==> src/rtl/dma_xfer_pkg.sv <==
package dma_xfer_pkg;

  typedef enum logic [1:0] {
    ST_IDLE  = 2'd0,
    ST_WAIT  = 2'd1,
    ST_MOVE  = 2'd2,
    ST_STEAL = 2'd3
  } dma_st_e;

  localparam logic [1:0] SEL_ADDR = 2'd0;
  localparam logic [1:0] SEL_CNT  = 2'd1;
  localparam logic [1:0] SEL_CTRL = 2'd2;
  localparam logic [1:0] SEL_STAT = 2'd3;

endpackage

==> src/rtl/dma_xfer_regs.sv <==
module dma_xfer_regs
  import dma_xfer_pkg::*;
#(
  parameter int AW = 16,
  parameter int CW = 16
) (
  input  logic          clk,
  input  logic          rst_n,
  input  logic          wr_en,
  input  logic [1:0]    rw_sel,
  input  logic [AW-1:0] wr_data,
  input  logic          lock,
  input  logic          busy,
  input  logic          word_step,
  output logic [AW-1:0] addr_q,
  output logic [CW-1:0] cnt_q,
  output logic          mode_q,
  output logic          dir_q,
  output logic          done_q,
  output logic          cnt_nz,
  output logic          cnt_last,
  output logic          last_step,
  output logic [AW-1:0] rd_data
);

  localparam int PADW = AW - CW;

  function automatic logic [AW-1:0] addr_after(input logic [AW-1:0] a);
    return a + AW'(1);
  endfunction

  function automatic logic [CW-1:0] cnt_after(input logic [CW-1:0] c);
    return c - CW'(1);
  endfunction

  function automatic logic is_final(input logic [CW-1:0] c);
    return c == CW'(1);
  endfunction

  logic          clr_req;
  logic [AW-1:0] cnt_ext;

  assign cnt_nz    = (cnt_q != '0);
  assign cnt_last  = is_final(cnt_q);
  assign last_step = word_step && cnt_last;
  assign clr_req   = wr_en && (rw_sel == SEL_STAT) && wr_data[0];

  always_ff @(posedge clk or negedge rst_n) begin
    if (!rst_n) begin
      addr_q <= '0;
      cnt_q  <= '0;
      mode_q <= 1'b0;
      dir_q  <= 1'b0;
    end else if (word_step) begin
      addr_q <= addr_after(addr_q);
      cnt_q  <= cnt_after(cnt_q);
    end else if (wr_en && !lock) begin
      case (rw_sel)
        SEL_ADDR: addr_q <= wr_data;
        SEL_CNT:  cnt_q  <= wr_data[CW-1:0];
        SEL_CTRL: begin
          mode_q <= wr_data[0];
          dir_q  <= wr_data[1];
        end
        default: ;
      endcase
    end
  end

  always_ff @(posedge clk or negedge rst_n) begin
    if (!rst_n)         done_q <= 1'b0;
    else if (last_step) done_q <= 1'b1;
    else if (clr_req)   done_q <= 1'b0;
  end

  generate
    if (PADW > 0) begin : g_pad
      assign cnt_ext = {{PADW{1'b0}}, cnt_q};
    end else begin : g_nopad
      assign cnt_ext = cnt_q;
    end
  endgenerate

  always_comb begin
    case (rw_sel)
      SEL_ADDR: rd_data = addr_q;
      SEL_CNT:  rd_data = cnt_ext;
      SEL_CTRL: rd_data = {{(AW-2){1'b0}}, dir_q, mode_q};
      default:  rd_data = {{(AW-2){1'b0}}, busy, done_q};
    endcase
  end

endmodule

==> src/rtl/dma_xfer_fsm.sv <==
module dma_xfer_fsm
  import dma_xfer_pkg::*;
(
  input  logic    clk,
  input  logic    rst_n,
  input  logic    dreq,
  input  logic    hlda,
  input  logic    steal_mode,
  input  logic    cnt_nz,
  input  logic    cnt_last,
  output dma_st_e state_q,
  output logic    busy,
  output logic    start,
  output logic    word_step
);

  dma_st_e state_d;

  assign busy      = (state_q != ST_IDLE);
  assign start     = (state_q == ST_IDLE) && dreq && cnt_nz;
  assign word_step = (state_q == ST_MOVE) || (state_q == ST_STEAL);

  always_comb begin
    state_d = state_q;
    case (state_q)
      ST_IDLE: begin
        if (start) state_d = steal_mode ? ST_STEAL : ST_WAIT;
      end
      ST_WAIT: begin
        if (!dreq || !cnt_nz) state_d = ST_IDLE;
        else if (hlda)        state_d = ST_MOVE;
      end
      ST_MOVE: begin
        if (cnt_last || !dreq) state_d = ST_IDLE;
      end
      default: state_d = ST_IDLE;
    endcase
  end

  always_ff @(posedge clk or negedge rst_n) begin
    if (!rst_n) state_q <= ST_IDLE;
    else        state_q <= state_d;
  end

endmodule

==> src/rtl/dma_xfer_bus.sv <==
module dma_xfer_bus
  import dma_xfer_pkg::*;
#(
  parameter int AW = 16
) (
  input  dma_st_e       state_q,
  input  logic          dir_q,
  input  logic [AW-1:0] addr_q,
  output logic          hold,
  output logic          bus_oe,
  output logic [AW-1:0] bus_addr,
  output logic          dack,
  output logic          mem_rd,
  output logic          mem_wr,
  output logic          io_rd,
  output logic          io_wr,
  output logic          cpu_clk_en
);

  logic moving;

  assign moving     = (state_q == ST_MOVE) || (state_q == ST_STEAL);
  assign hold       = (state_q == ST_WAIT) || (state_q == ST_MOVE);
  assign cpu_clk_en = (state_q != ST_STEAL);
  assign bus_oe     = moving;
  assign dack       = moving;
  assign bus_addr   = moving ? addr_q : '0;
  assign mem_rd     = moving && dir_q;
  assign io_wr      = moving && dir_q;
  assign io_rd      = moving && !dir_q;
  assign mem_wr     = moving && !dir_q;

endmodule

==> src/rtl/dma_xfer_ctrl.sv <==
module dma_xfer_ctrl
  import dma_xfer_pkg::*;
#(
  parameter int AW = 16,
  parameter int CW = 16
) (
  input  logic          clk,
  input  logic          rst_n,
  input  logic [1:0]    cpu_sel,
  input  logic          cpu_wr,
  input  logic [AW-1:0] cpu_wdata,
  output logic [AW-1:0] cpu_rdata,
  input  logic          dreq,
  output logic          dack,
  output logic          hold,
  input  logic          hlda,
  output logic          cpu_clk_en,
  output logic          bus_oe,
  output logic [AW-1:0] bus_addr,
  output logic          mem_rd,
  output logic          mem_wr,
  output logic          io_rd,
  output logic          io_wr
);

  dma_st_e       state_q;
  logic          busy;
  logic          start;
  logic          lock;
  logic          word_step;
  logic          last_step;
  logic [AW-1:0] addr_q;
  logic [CW-1:0] cnt_q;
  logic          mode_q;
  logic          dir_q;
  logic          done_q;
  logic          cnt_nz;
  logic          cnt_last;

  assign lock = busy || start;

  dma_xfer_regs #(.AW(AW), .CW(CW)) u_regs (
    .clk       (clk),
    .rst_n     (rst_n),
    .wr_en     (cpu_wr),
    .rw_sel    (cpu_sel),
    .wr_data   (cpu_wdata),
    .lock      (lock),
    .busy      (busy),
    .word_step (word_step),
    .addr_q    (addr_q),
    .cnt_q     (cnt_q),
    .mode_q    (mode_q),
    .dir_q     (dir_q),
    .done_q    (done_q),
    .cnt_nz    (cnt_nz),
    .cnt_last  (cnt_last),
    .last_step (last_step),
    .rd_data   (cpu_rdata)
  );

  dma_xfer_fsm u_fsm (
    .clk        (clk),
    .rst_n      (rst_n),
    .dreq       (dreq),
    .hlda       (hlda),
    .steal_mode (mode_q),
    .cnt_nz     (cnt_nz),
    .cnt_last   (cnt_last),
    .state_q    (state_q),
    .busy       (busy),
    .start      (start),
    .word_step  (word_step)
  );

  dma_xfer_bus #(.AW(AW)) u_bus (
    .state_q    (state_q),
    .dir_q      (dir_q),
    .addr_q     (addr_q),
    .hold       (hold),
    .bus_oe     (bus_oe),
    .bus_addr   (bus_addr),
    .dack       (dack),
    .mem_rd     (mem_rd),
    .mem_wr     (mem_wr),
    .io_rd      (io_rd),
    .io_wr      (io_wr),
    .cpu_clk_en (cpu_clk_en)
  );

endmodule

==> config.mk <==
export PLATFORM = sky130hd
export DESIGN_NAME = dma_xfer_ctrl
export DESIGN_NICKNAME = d
export VERILOG_FILES = /design/src/rtl/dma_xfer_pkg.sv /design/src/rtl/dma_xfer_regs.sv /design/src/rtl/dma_xfer_fsm.sv /design/src/rtl/dma_xfer_bus.sv /design/src/rtl/dma_xfer_ctrl.sv
export SDC_FILE = /design/constraint.sdc
export NUM_CORES = 1
export LEC_CHECK = 0
export BUFFER_PORTS_ARGS = -buffer_cell sky130_fd_sc_hd__buf_4
export CAP_MARGIN = 10
export CORE_UTILIZATION = 40
export CTS_CLUSTER_DIAMETER = 100
export DETAILED_ROUTE_END_ITERATION = 7
export RECOVER_POWER = 50
export SLEW_MARGIN = 20
export SYNTH_ARGS = -nofsm -noshare
export SYNTH_HDL_FRONTEND = slang
export SYNTH_HIERARCHICAL = 1
export SYNTH_SLANG_ARGS = --single-unit
==> constraint.sdc <==
create_clock -name clk -period 3.8 [get_ports clk]
set_clock_uncertainty 0.05 [all_clocks]
set_input_delay 0 -clock clk [delete_from_list [all_inputs] [get_ports clk]]
set_output_delay 0 -clock clk [all_outputs]
set_load 0.03 [all_outputs]
==> results of run 1 <==
[routing by layer]
| metal | global-route usage | vias to the layer above | wire (um) |
|---|---|---|---|
| met2 | 0.3614 | 127 | 3610 |
| met4 | 0.06317 | 0 | 102 |
| met1 | 0.3486 | 1274 | 3695 |
| met5 | 0 | - | 0 |
| li1 | - | 1300 | - |
| met3 | 0.03540 | 14 | 574 |
[registers in the layout (all words and copies together), names as in the netlist]
register,flops
u_regs/addr_q,16
u_regs/done_q,1
u_regs/mode_q,1
u_regs/dir_q,1
u_fsm/state_q,2
u_regs/cnt_q,16
[cell usage in the layout, fill, tap and decap left out, types with 4 or more instances in the layout]
master,instances
nor2b_1,5
mux2i_1,16
o311ai_0,5
dlygate4sd3_1,19
nand2_1,22
clkbuf_1,20
nor2_1,36
o21ai_0,8
or4_1,6
nand4_1,8
a31oi_1,4
ha_1,5
inv_1,11
nand3_1,8
clkbuf_8,7
buf_4,47
o21a_1,20
dfrtp_1,37
o22ai_1,5
nor4_1,5
a21oi_1,21
nor3_1,8
o211ai_1,4
a211oi_1,8
[tightest hold or removal path, stage by stage]
cell	delay (ns)
buf_4	0.13
nand4_1	0.08
nand2_1	0.06
o41ai_1	0.05
[stage by stage]
| step | hold WS, ns | cell area, um2 | setup slack, ns |
|---|---|---|---|
| after global placement | -0.03757 | 3189 | 0.4764 |
| after detailed placement | -0.03993 | 3189 | 0.4223 |
| final | 0.01400 | 3406 | 0.3884 |
| after global routing | 0.04034 | 3406 | 0.1577 |
| after CTS | 0.01133 | 3481 | 0.4086 |
| after floorplan | -0.3456 | 2720 | 0.5038 |
[worst paths after layout]
kind | startpoint | end | slack [ns] | cells after the start
setup / recovery | u_regs/cnt_q[5] | u_regs/addr_q[15] | 0.39 | 12
hold / removal | cpu_wr | u_regs/done_q | 0.01 | 4
setup reg to reg | u_regs/cnt_q[5] | u_regs/addr_q[15] | 0.39 | 12
hold reg to reg | u_regs/done_q | u_regs/done_q | 0.44 | 2
max in group asynchronous | rst_n | u_regs/addr_q[13] | 1.70 | 2
min in group asynchronous | rst_n | u_regs/mode_q | 0.81 | 2
[final cells by class]
| class | instances | share of cell area |
|---|---|---|
| inverters | 11 | 0.01212 |
| repair buffers | 86 | 0.1815 |
| clock inverters | 1 | 0.001470 |
| clock buffers | 7 | 0.02829 |
| flip-flops and latches | 37 | 0.2719 |
| well taps | 77 | 0.02829 |
| multi-input cells | 240 | 0.4765 |
[what timing repair did]
| action | in CTS | in global routing |
|---|---|---|
| setup buffers | 0 | 0 |
| hold buffers | 19 | 0 |
| hold endpoints to repair | 69 | 0 |
| resized for setup | 0 | 0 |
[power by group through the flow]
stage               Clock [mW]  Sequential (mW)  Combinational [mW]
floorplan                    0            0.751                1.14
global placement             0            0.882                1.46
detailed placement           0            0.880                1.47
CTS                      0.321            0.871                1.50
global route             0.336            0.918                1.59
finish                   0.311            0.877                1.45
==> metrics, run 1 <==
Synth Instances=313; Fin. Hold Viols=0; Die W=84.47 um; number of port buffers=62; unrepaired setup endpoints after global routing=false; relative slew slack=-0.3990; Hold/Removal Path Class=in -> reg; fin cells=459; GRT Total Usage=0.2361; final setup TNS=0 ns; clock sink count=37; Crit Path Category=reg -> reg; vias per cell=5.915; antenna-violating nets left=0; worst-path maximum fanout=11; layout cells sized above 1=0.1937; # Max-Cap Violations=1; Worst Path Required=3.88 ns; Final min period=3.412 ns; hpwl dp=5708 um; Avg Inst Size Synth=8.690 um2; filler cell count=643; # DRC=12; DRT Pass-1 Iters=7; Worst Path Arrival=3.49 ns; Max VDD drop=0.3061 mV; Syn Nets=341; clk root buf=clkbuf_8; TritonCTS clock tree=built; CP bufs+invs=1; Initial Util=0.4212; failing checks=DRC, capacitance limit, slew limit; post-layout util=0.5273; Syn-to-layout area delta=25.21%; Die Y=84.47 um; Internal Power=1.303 mW; sw frac=0.5065; leakage power=1.434 nW; Routed WL=7981 um; fin crit share=0.8978; synth warn=6; CTS max path bufs=2; IO Pins=63; Design Power=2.639 mW; final setup fails=0; number of diodes=0; Register Area=925.9 um2; clock share of power=0.118; largest net degree at the start of global routing=38; sw power=1.337 mW; P per Cell Area=774.9 nW/um2; synthesized area=2720 um2; Gate power share=0.550; core area=6459 um2; nets@finish=409; die area=7134 um2; WL/cell=17.39 um; fmax=293.1 MHz; Starting DRT DRC Count=216; Worst Tran Pin Value=2.099 ns; cell family with most CP delay=simple AND/OR/NAND/NOR gates; CTS H-Tree Depth=2; status=finished with violations; vias in the first global route=2490; first-pass GRT wire length=13090 um; total CTS buffers=5; final RePlAce weighted congestion=0.8939; Worst setup SP type=flip-flop; Worst-Skew Late Latency=0.29 ns; area occupied by multi-input gates=1623 um2; critical path's largest stage delay=0.45 ns; total grt overflow=0; Placed Cells incl. Taps=432; Worst-path clk slew=0.08 ns; initial antenna violation count=0; routed vias=2715; crit-path cells=nor4_4, nand4b_4, or2_4, or4_1, nand3b_1, nor2_1, or2_1, nor4b_2, buf_4, mux2_2, o22ai_1, a31oi_1; Core Rows=29; Crit-path slowest cell=dfrtp_1; sequential power share=0.332; Slew Viols, Final=38; Worst Setup End Kind=flip-flop
No activity file was read; power rests on OpenSTA's default activity.
==> inputs of run 2 (changes only) <==
--- a/constraint.sdc
+++ b/constraint.sdc
@@ -3,3 +3,3 @@
 set_input_delay 0 -clock clk [delete_from_list [all_inputs] [get_ports clk]]
 set_output_delay 0 -clock clk [all_outputs]
-set_load 0.03 [all_outputs]
+set_load 0.1 [all_outputs]
==> run 2 against run 1 <==
Design area did not move; first-iteration DRC count fell by 4.6%; die area did not move; largest cell class unchanged; worst setup slack got worse by 0.0030 ns; final cell count did not move; sequential cell count did not move; sequential share of layout area did not move; critical path depth did not move; the flow still finishes with violations (DRC, capacitance limit, slew limit); critical path type unchanged.
==> metrics, run 2 (synthesized netlist as in run 1, its figures left out) <==
status=finished with violations; clock sink count=37 (unchanged); Syn-to-layout area delta=25.21% (unchanged); IO Pins=63 (unchanged); initial antenna violation count=0 (unchanged); reg2reg setup slack=0.39 ns (about the same); # DRC=12 (unchanged); failing checks=DRC, capacitance limit, slew limit; Initial Util=0.4212 (unchanged); number of port buffers=62 (unchanged); most common cell after layout, fill and taps aside=buf_4; worst-path maximum fanout=11 (unchanged); final setup fails=0 (unchanged); final RePlAce weighted congestion=0.8939 (unchanged); die area=7134 um2 (unchanged); TritonCTS clock tree=built; unrepaired setup endpoints after global routing=false; Crit Path Category=reg -> reg; postcts setup bufs=0 (unchanged); final setup TNS=0 ns (unchanged); routed vias=2724 (+0.33%); fin crit share=0.8986 (about the same); clk root buf=clkbuf_8; most frequent cells in the layout=buf_4 (47), dfrtp_1 (37), nor2_1 (36); fmax=292.9 MHz (about the same); post-cts sizing count=0 (unchanged); Slew Viols, Final=38 (unchanged); core area=6459 um2 (unchanged); Routed WL=8033 um (+0.65%); Hold/Removal Path Class=in -> reg; Worst-path clk slew=0.08 ns (about the same); Worst Path Arrival=3.49 ns (about the same); CTS H-Tree Depth=2 (unchanged); total grt overflow=0 (unchanged); Worst Path Required=3.88 ns (about the same); antenna-violating nets left=0 (unchanged); nets@finish=409 (unchanged); Worst setup SP type=flip-flop; Worst Setup End Kind=flip-flop; first-pass GRT wire length=13090 um (unchanged); vias per cell=5.935 (+0.33%); number of diodes=0 (unchanged); Core Rows=29 (unchanged); Die Y=84.47 um (unchanged); layout cells sized above 1=0.1937 (unchanged); largest net degree at the start of global routing=38 (unchanged); # Max-Cap Violations=1 (unchanged); Starting DRT DRC Count=206 (-4.6%); filler cell count=642 (-0.16%); WL/cell=17.50 um (+0.65%); GRT Total Usage=0.2361 (unchanged); vias in the first global route=2490 (unchanged); Worst-Skew Late Latency=0.29 ns (about the same); DRT Pass-1 Iters=7 (unchanged); total CTS buffers=5 (unchanged); Fin. Hold Viols=0 (unchanged); relative slew slack=-0.4079 (-0.008909); Final min period=3.415 ns (+0.003047 ns); Worst Tran Pin Value=2.112 ns (+0.01336 ns); hpwl dp=5708 um (unchanged); Die W=84.47 um (unchanged); Regs by FF count=u_regs/addr_q (16), u_regs/cnt_q (16), u_fsm/state_q (2); CTS max path bufs=2 (unchanged)
[run 2: cell counts in the layout (fill, tap and decap cells not counted)]
Identical to the previous run, type by type.
[run 2: path summary, 6_finish.rpt]
| kind | end | from | depth (start not counted) |
|---|---|---|---|
| min in group asynchronous | u_regs/cnt_q[0] | rst_n | 2 |
| worst max-delay path | u_regs/addr_q[15] | u_regs/cnt_q[5] | 12 |
| worst min register to register | u_regs/done_q | u_regs/done_q | 2 |
| worst min-delay path | u_regs/done_q | cpu_wr | 4 |
| worst max register to register | u_regs/addr_q[15] | u_regs/cnt_q[5] | 12 |
| max in group asynchronous | u_regs/addr_q[11] | rst_n | 2 |
[run 2: final cells by class]
class                      instances  area (um2)  area share
multi-input combinational        240        1623      0.4765
clock buffer                       7       96.34     0.02829
inverter                          11       41.29     0.01212
timing repair buffer              86       618.1      0.1815
clock inverter                     1       5.005    0.001470
tap                               77       96.34     0.02829
sequential                        37       925.9      0.2719
[run 2: per-layer routing]
layer	wire [um]	GRT usage
met1	3758	0.3486
met2	3615	0.3614
met3	572	0.03540
met4	87	0.06317
met5	0	0
[run 2: critical path, cell delays in order (launching register included)]
cell and delay, ns:
dfrtp_1 0.45, nor4_4 0.43, nand4b_4 0.19, or2_4 0.27
or4_1 0.40, nand3b_1 0.13, nor2_1 0.04, or2_1 0.26
nor4b_2 0.26, buf_4 0.22, mux2_2 0.34, o22ai_1 0.15
a31oi_1 0.06
[run 2: metrics by stage]
| step | instances | util | worst slack, ns | hold slack (ns) | instance area [um2] |
|---|---|---|---|---|---|
| after CTS | 459 | 0.5389 | 0.4086 | 0.01133 | 3481 |
| after global routing | 459 | 0.5273 | 0.1577 | 0.04034 | 3406 |
| after floorplan | 313 | - | 0.5038 | -0.3456 | 2720 |
| final | 459 | 0.5273 | 0.3853 | 0.01692 | 3406 |
| after detailed placement | 432 | 0.4938 | 0.4223 | -0.03993 | 3189 |
| after global placement | 432 | 0.4938 | 0.4764 | -0.03757 | 3189 |
[run 2: what timing repair did]
item                                    4_1_cts  5_1_grt
hold buffers                                 19        0
endpoints found under the setup margin        0        0
endpoints found under the hold margin        69        0
Power of run 2 is left out: the tool's default activity adds up to more than one toggle a clock period on the data nets, which glitch-free logic cannot reach.
==> inputs of run 3 (changes only) <==
CTS_BUF_LIST = sky130_fd_sc_hd__clkbuf_16   (was not set)
==> run 3 against run 2 <==
The run still ends with DRC, capacitance limit, slew limit left; first-iteration DRC count shrank 5.3%; final cell count is the same; design area grew 1.1%; count of clock-buffer cells in the layout shrank 2; via count grew 0.84%; non-clock buffer count is the same; critical path depth is the same; worst setup slack lost 0.014 ns; maximum frequency shrank 0.42%; register-to-register slack is essentially flat; die area is the same; wire length grew 0.83%.
==> metrics, run 3 (synthesized netlist as in run 1, its figures left out) <==
first-pass GRT wire length=13170 um (+0.63%); Worst Tran Pin Value=2.127 ns (+0.01533 ns); vias in the first global route=2503 (+0.52%); Final Worst Setup Slack=0.3709 ns (-0.01442 ns); DRT Pass-1 Iters=7 (unchanged); worst-path maximum fanout=11 (unchanged); GRT Total Usage=0.2376 (+0.001468); Worst setup SP type=flip-flop; Final min period=3.429 ns (+0.01442 ns); TritonCTS clock tree=built; most frequent cells in the layout=buf_4 (47), dfrtp_1 (37), nor2_1 (36); final setup fails=0 (unchanged); Worst-path clk slew=0.06 ns (-0.02 ns); IO Pins=63 (unchanged); fmax=291.6 MHz (-0.42%); Routed WL=8100 um (+0.83%); # DRC=12 (unchanged); nets@finish=409 (unchanged); Slew Viols, Final=38 (unchanged); CTS H-Tree Depth=2 (unchanged); Hold/Removal Path Class=in -> reg; pre-CTS setup slack=0.4223 ns (unchanged); clk root buf=clkbuf_16; unrepaired setup endpoints after global routing=false; post-layout util=0.5329 (+0.005618); # Max-Cap Violations=1 (unchanged); most common cell after layout, fill and taps aside=buf_4; Crit Path Category=reg -> reg; Core Rows=29 (unchanged); filler cell count=642 (unchanged); initial antenna violation count=0 (unchanged); number of port buffers=62 (unchanged); status=finished with violations; failing checks=DRC, capacitance limit, slew limit; Starting DRT DRC Count=195 (-5.3%); routed vias=2747 (+0.84%); hpwl dp=5708 um (unchanged); WL/cell=17.65 um (+0.83%); largest net degree at the start of global routing=38 (unchanged); Syn-to-layout area delta=26.54%; Worst-Skew Late Latency=0.28 ns (about the same); core area=6459 um2 (unchanged); die area=7134 um2 (unchanged); Initial Util=0.4212 (unchanged); post-cts sizing count=0 (unchanged); number of diodes=0 (unchanged); Die W=84.47 um (unchanged); total grt overflow=0 (unchanged); Worst Setup End Kind=flip-flop; CTS max path bufs=2 (unchanged); clock sink count=37 (unchanged); final RePlAce weighted congestion=0.8939 (unchanged); total CTS buffers=5 (unchanged); layout cells sized above 1=0.1885 (-0.005236); Die Y=84.47 um (unchanged); vias per cell=5.985 (+0.84%); Worst Path Required=3.86 ns (-0.02 ns); Worst Path Arrival=3.49 ns (about the same); relative slew slack=-0.4182 (-0.01022); final setup TNS=0 ns (unchanged); antenna-violating nets left=0 (unchanged); Fin. Hold Viols=0 (unchanged); fin crit share=0.9024 (+0.003795); Regs by FF count=u_regs/addr_q (16), u_regs/cnt_q (16), u_fsm/state_q (2)
==> run 3: changes by cell type in the layout (fill, tap and decap cells not counted) <==
| cell | before | now |
|---|---|---|
| clkbuf_8 | 7 | 0 |
| clkbuf_16 | 0 | 5 |
| clkinv_1 | 0 | 2 |
==> run 3: cell type report <==
type,count,area [um2],share of cell area
clock buffers,5,125.1,0.03635
multi-input cells,240,1623,0.4715
clock inverters,3,12.51,0.003635
inverters,11,41.29,0.01200
flip-flops and latches,37,925.9,0.2690
well taps,77,96.34,0.02799
repair buffers,86,618.1,0.1796
==> run 3: through the flow <==
stage | hold slack [ns] | instances | area [um2]
after global routing | 0.05580 | 459 | 3442
after floorplan | -0.3456 | 313 | 2720
after global placement | -0.03757 | 432 | 3189
after CTS | 0.02674 | 459 | 3517
after detailed placement | -0.03993 | 432 | 3189
final | 0.02503 | 459 | 3442
==> run 3: metal layers <==
layer,track usage,wire (um),up-vias,share of wire
li1,-,-,1297,-
met2,0.3607,3607,134,0.45
met4,0.07396,141,0,0.017
met1,0.3492,3744,1302,0.46
met5,0,0,-,0
met3,0.03540,606,14,0.075
==> run 3: repair_timing <==
item	in CTS	in global routing
buffers inserted	0	0
endpoints found under the hold margin	65	0
hold buffers	19	0
==> run 3: critical path, stage by stage, from the launching register on <==
cell and delay [ns]:
dfrtp_1 0.44, nor4_4 0.43, nand4b_4 0.19, or2_4 0.27, or4_1 0.40, nand3b_1 0.13
nor2_1 0.05, or2_1 0.26, nor4b_2 0.26, buf_4 0.22, mux2_2 0.34, o22ai_1 0.15
a31oi_1 0.06
==> run 3: final timing paths <==
kind	startpoint	to	slack, ns	depth (start not counted)
min in group asynchronous	rst_n	u_regs/cnt_q[0]	0.83	2
max reg2reg	u_regs/cnt_q[5]	u_regs/addr_q[15]	0.37	12
min	cpu_wr	u_regs/done_q	0.03	4
max	u_regs/cnt_q[5]	u_regs/addr_q[15]	0.37	12
max in group asynchronous	rst_n	u_regs/addr_q[11]	1.65	2
min reg2reg	u_regs/done_q	u_regs/done_q	0.44	2
Power of run 3 is left out for the same reason.
